--- config.mk ---
export PLATFORM = sky130hd
export DESIGN_NAME = sysctl_ports
export DESIGN_NICKNAME = d
export VERILOG_FILES = /design/src/rtl/sysctl_ports.sv
export SDC_FILE = /design/constraint.sdc
export NUM_CORES = 1
export LEC_CHECK = 0
export BUFFER_PORTS_ARGS = -buffer_cell sky130_fd_sc_hd__buf_2
export CAP_MARGIN = 0
export CORE_UTILIZATION = 40
export DETAILED_ROUTE_END_ITERATION = 12
export MAX_ROUTING_LAYER = met4
export PLACE_DENSITY = 0.79
export REMOVE_ABC_BUFFERS = 1
export SETUP_SLACK_MARGIN = 0.4
export SLEW_MARGIN = 20
export SYNTH_ARGS = -nofsm -noshare
export SYNTH_HDL_FRONTEND = slang
export SYNTH_SLANG_ARGS = --single-unit
--- constraint.sdc ---
create_clock -name clk -period 1.4 [get_ports clk]
set_input_delay 0.14 -clock clk [delete_from_list [all_inputs] [get_ports clk]]
set_output_delay 0.14 -clock clk [all_outputs]
set_load 0.02 [all_outputs]
--- src/rtl/sysctl_ports.sv ---
module sysctl_ports (
  input  logic       clk,
  input  logic       rst_n,
  input  logic       pb_wr,
  input  logic [7:0] pb_wdata,
  input  logic       tmr_out,
  input  logic [7:0] cfg_sw,
  input  logic       kbd_load,
  input  logic [7:0] kbd_byte,
  output logic       tmr_gate,
  output logic       spkr_out,
  output logic       kbd_clk,
  output logic       kbd_irq,
  output logic [7:0] pa_data,
  output logic [7:0] pc_data
);
  localparam int GATE_B = 0;
  localparam int SPK_B  = 1;
  localparam int HINB_B = 3;
  localparam int KCLK_B = 6;
  localparam int KCLR_B = 7;

  logic [7:0] pb_q, pb_nxt;
  logic [7:0] sreg;
  logic       shift_en;
  logic       irq_q;

  assign pb_nxt = pb_wr ? pb_wdata : pb_q;

  always_ff @(posedge clk) begin
    if (!rst_n) begin
      pb_q     <= 8'h00;
      sreg     <= 8'h00;
      shift_en <= 1'b1;
      irq_q    <= 1'b0;
    end else begin
      pb_q <= pb_nxt;
      if (pb_nxt[KCLR_B]) begin
        sreg     <= 8'h00;
        shift_en <= 1'b1;
        irq_q    <= 1'b0;
      end else if (kbd_load && shift_en) begin
        sreg     <= kbd_byte;
        shift_en <= 1'b0;
        irq_q    <= 1'b1;
      end
    end
  end

  assign tmr_gate = pb_q[GATE_B];
  assign spkr_out = pb_q[SPK_B] & tmr_out;
  assign kbd_clk  = pb_q[KCLK_B];
  assign kbd_irq  = irq_q;
  assign pa_data  = pb_q[KCLR_B] ? 8'hFF : sreg;
  assign pc_data  = {2'b00, tmr_out, pb_q[GATE_B] ? tmr_out : 1'b1,
                     pb_q[HINB_B] ? cfg_sw[7:4] : cfg_sw[3:0]};
endmodule

==> impl_results.md <==
* Worst path buffer plus inverter count at 1
* Count of pins over their slew limit at 0
* Wire length on met2 at 804 um
* GRT Util Overall at 17.4%
* Flip-flop and latch count after synthesis at 15
* Crit path arrival time at 1.12 ns
* Crit path max fanout at 5
* Core region area at 1800 sq um
* RSZ-0062 raised after global routing: true
* Worst Skew at 0.00584 ns
* Uppermost metal layer occupied by signal nets: met4
* Total congestion overflow after global routing at 0
* Input/output buffers at 43
* Cell Pwr Density at 886 nW/um^2
* Highest-count cells in the layout ignoring fill and taps: 37 x sky130_fd_sc_hd__buf_2, 10 x sky130_fd_sc_hd__dfxtp_1
* Critical path launch point type: register
* First-pass GRT wire length at 2530 um
* Share of the yosys chip area belonging to registers at 37.1%
* Total of endpoints with negative setup slack in the final report at 0
* 1st-iter DRT viols at 7
* Average via count per standard cell at 4.76
* Crit Path Category: register to output pin
* Mean instance size in the synthesized netlist at 10.2 sq um
* Maximum ir drop on the vdd rail at 437 uV
* Placer congestion estimate at 0.669
* Leading cell type in the layout, fill and taps excluded: sky130_fd_sc_hd__buf_2
* Share of final-layout standard cells stronger than drive strength 1 at 71.7%
* Antenna diodes at 0
* Distinct cell type count after synthesis at 19
* Root buffer cell: sky130_fd_sc_hd__clkbuf_4
* Number of DRC violations after detailed routing at 0
* Filler cells at 162
* Width of the die at 47.0 um
* Setup TNS at 0 ns
* Net count reported at finish at 150
* Post-synthesis instance area at 810 sq um
* Count of standard-cell rows at 15
* Cell with the biggest individual delay on the critical path: sky130_fd_sc_hd__dfxtp_4
* Crit-path leading delay family: flip-flops
* Drt first pass iters at 3
* Die Y at 47.0 um
* Reported leakage power at 0.552 nW
* Via Count at 690
* CTS tree: built
* Final critical-path share of the clock period at 90.2%
* Largest net degree at the start of global routing at 19
* Hold bufs inserted after CTS at 0
* Endpoint kind of the worst setup timing path: output pin
* Clock H-tree levels at 1
* DR WL/cell at 11.5 um
* Area of the die at 2210 sq um
* Data required time of the critical path at 1.26 ns
* Chain of cells forming the critical path: mux2_4 -> buf_6
* Total power consumption of the routed design at 1.00 mW
* Number of antenna violations at the first check in global routing at 0
* Clock-pin slew on the worst setup and hold paths at 0.09 ns
* Total wire length after detailed routing at 1670 um
* Slowest Stage Delay on Critical Path at 0.40 ns
* Met3 wire length at 133 um
* Clock latency of the later-clocked register in the worst-skew pair at 0.28 ns
* Number of max-capacitance violations reported at 0
* Worst hold path type: input port to register
* TritonCTS Sinks at 15
* Vias in the first global route at 662
* Count of antenna-violating nets left after detailed routing at 0
* Sum of net half-perimeters after detailed placement at 1090 um
* Slew HR at 60.9%
* Slew at the pin with the worst max-slew slack at 0.586 ns
* Result of the run: finished, final reports clean
* Maximum clock path buffer count at 2
* Sum of routed wire segments on met1 at 719 um
* Min cycle time layout at 1.26 ns
* Yosys synthesis warning count at 0
* Highest attainable clock frequency at 792 MHz
* Area growth syn-to-layout at 39.7%
* Starting Density at 44.9%
* Synthesized instance count at 79
* Num ports at 49
* CTS buffer count at 3
* Number of failing hold endpoints at the final stage at 0
## area by class of cell
class                      instances  area, sq um  share of cell area (%)
clock buffer                       3         22.5                    1.99
clock inverter                     1         5.00                   0.442
inverter                           2         7.51                   0.664
multi-input combinational         53          453                    40.0
sequential                        15          312                    27.5
tap                               25         31.3                    2.77
timing repair buffer              46          300                    26.5
## cell usage after synthesis
library cell | number | share of area (%)
sky130_fd_sc_hd__a211o_1 | 1 | 1.1
sky130_fd_sc_hd__a211oi_2 | 8 | 12
sky130_fd_sc_hd__a21bo_2 | 8 | 9.9
sky130_fd_sc_hd__a21oi_1 | 1 | 0.62
sky130_fd_sc_hd__and2_1 | 2 | 1.5
sky130_fd_sc_hd__buf_2 | 5 | 3.1
sky130_fd_sc_hd__buf_4 | 3 | 2.8
sky130_fd_sc_hd__buf_6 | 2 | 2.8
sky130_fd_sc_hd__conb_1 | 1 | 0.46
sky130_fd_sc_hd__dfxtp_1 | 15 | 37
sky130_fd_sc_hd__inv_1 | 2 | 0.93
sky130_fd_sc_hd__mux2_2 | 4 | 5.6
sky130_fd_sc_hd__mux2_4 | 1 | 1.9
sky130_fd_sc_hd__mux2i_1 | 4 | 4.9
sky130_fd_sc_hd__nand2b_1 | 1 | 0.77
sky130_fd_sc_hd__nand3_1 | 8 | 4.9
sky130_fd_sc_hd__nor2_1 | 4 | 1.9
sky130_fd_sc_hd__nor3_2 | 1 | 1.2
sky130_fd_sc_hd__or2_2 | 8 | 6.2
## flip-flops by register name, summed over array words and instances, names as in the netlist
signal / cells
pb_q: 5
sreg: 8
shift_en: 1
kbd_irq: 1
## power breakdown
part	leakage (nW)	total, mW	switching (mW)	internal [mW]
Combinational	0.410	0.287	0.139	0.148
Sequential	0.125	0.474	0.0246	0.450
Clock	0.0177	0.241	0.135	0.106
## final timing paths
path | to | cells past startpoint | slack (ns) | from
setup / recovery | pc_data[2] | 2 | 0.14 | pb_q[3]
hold / removal | pb_q[7] | 2 | 0.07 | rst_n
setup reg to reg | shift_en | 2 | 0.35 | pb_q[7]
hold reg to reg | pb_q[1] | 2 | 0.50 | pb_q[1]
## metal layers
metal / up-vias / track usage (%)
met5: - / -
met4: 0 / 10.3
met3: 2 / 3.46
met2: 38 / 29.7
met1: 301 / 18.4
li1: 349 / -
## cell families after synthesis
group / synth area share, %
muxes: 12.4
AOI/OAI and AO/OA: 24.0
DFF: 37.1
other: 0.463
buffers and inverters: 9.58
and+or+nand+nor: 16.5
## what timing repair did
action                                  CTS  global route
resized for setup                        22             2
hold endpoints to repair                  0             0
buffers inserted                          3             0
endpoints found under the setup margin   25            24
## per-stage QoR
stage                     cell area, sq um  setup WS, ns  cells  hold WS [ns]  utilization (%)
after global placement                 990         0.304    138         0.356             54.9
after global routing                  1130         0.102    145        0.0684             62.8
after floorplan                        743         0.392     70         0.262                -
after CTS                             1120         0.121    145        0.0597             62.4
after detailed placement               990         0.285    138         0.365             54.9
final                                 1130         0.138    145        0.0691             62.8
No activity file was read; power rests on OpenSTA's default activity.
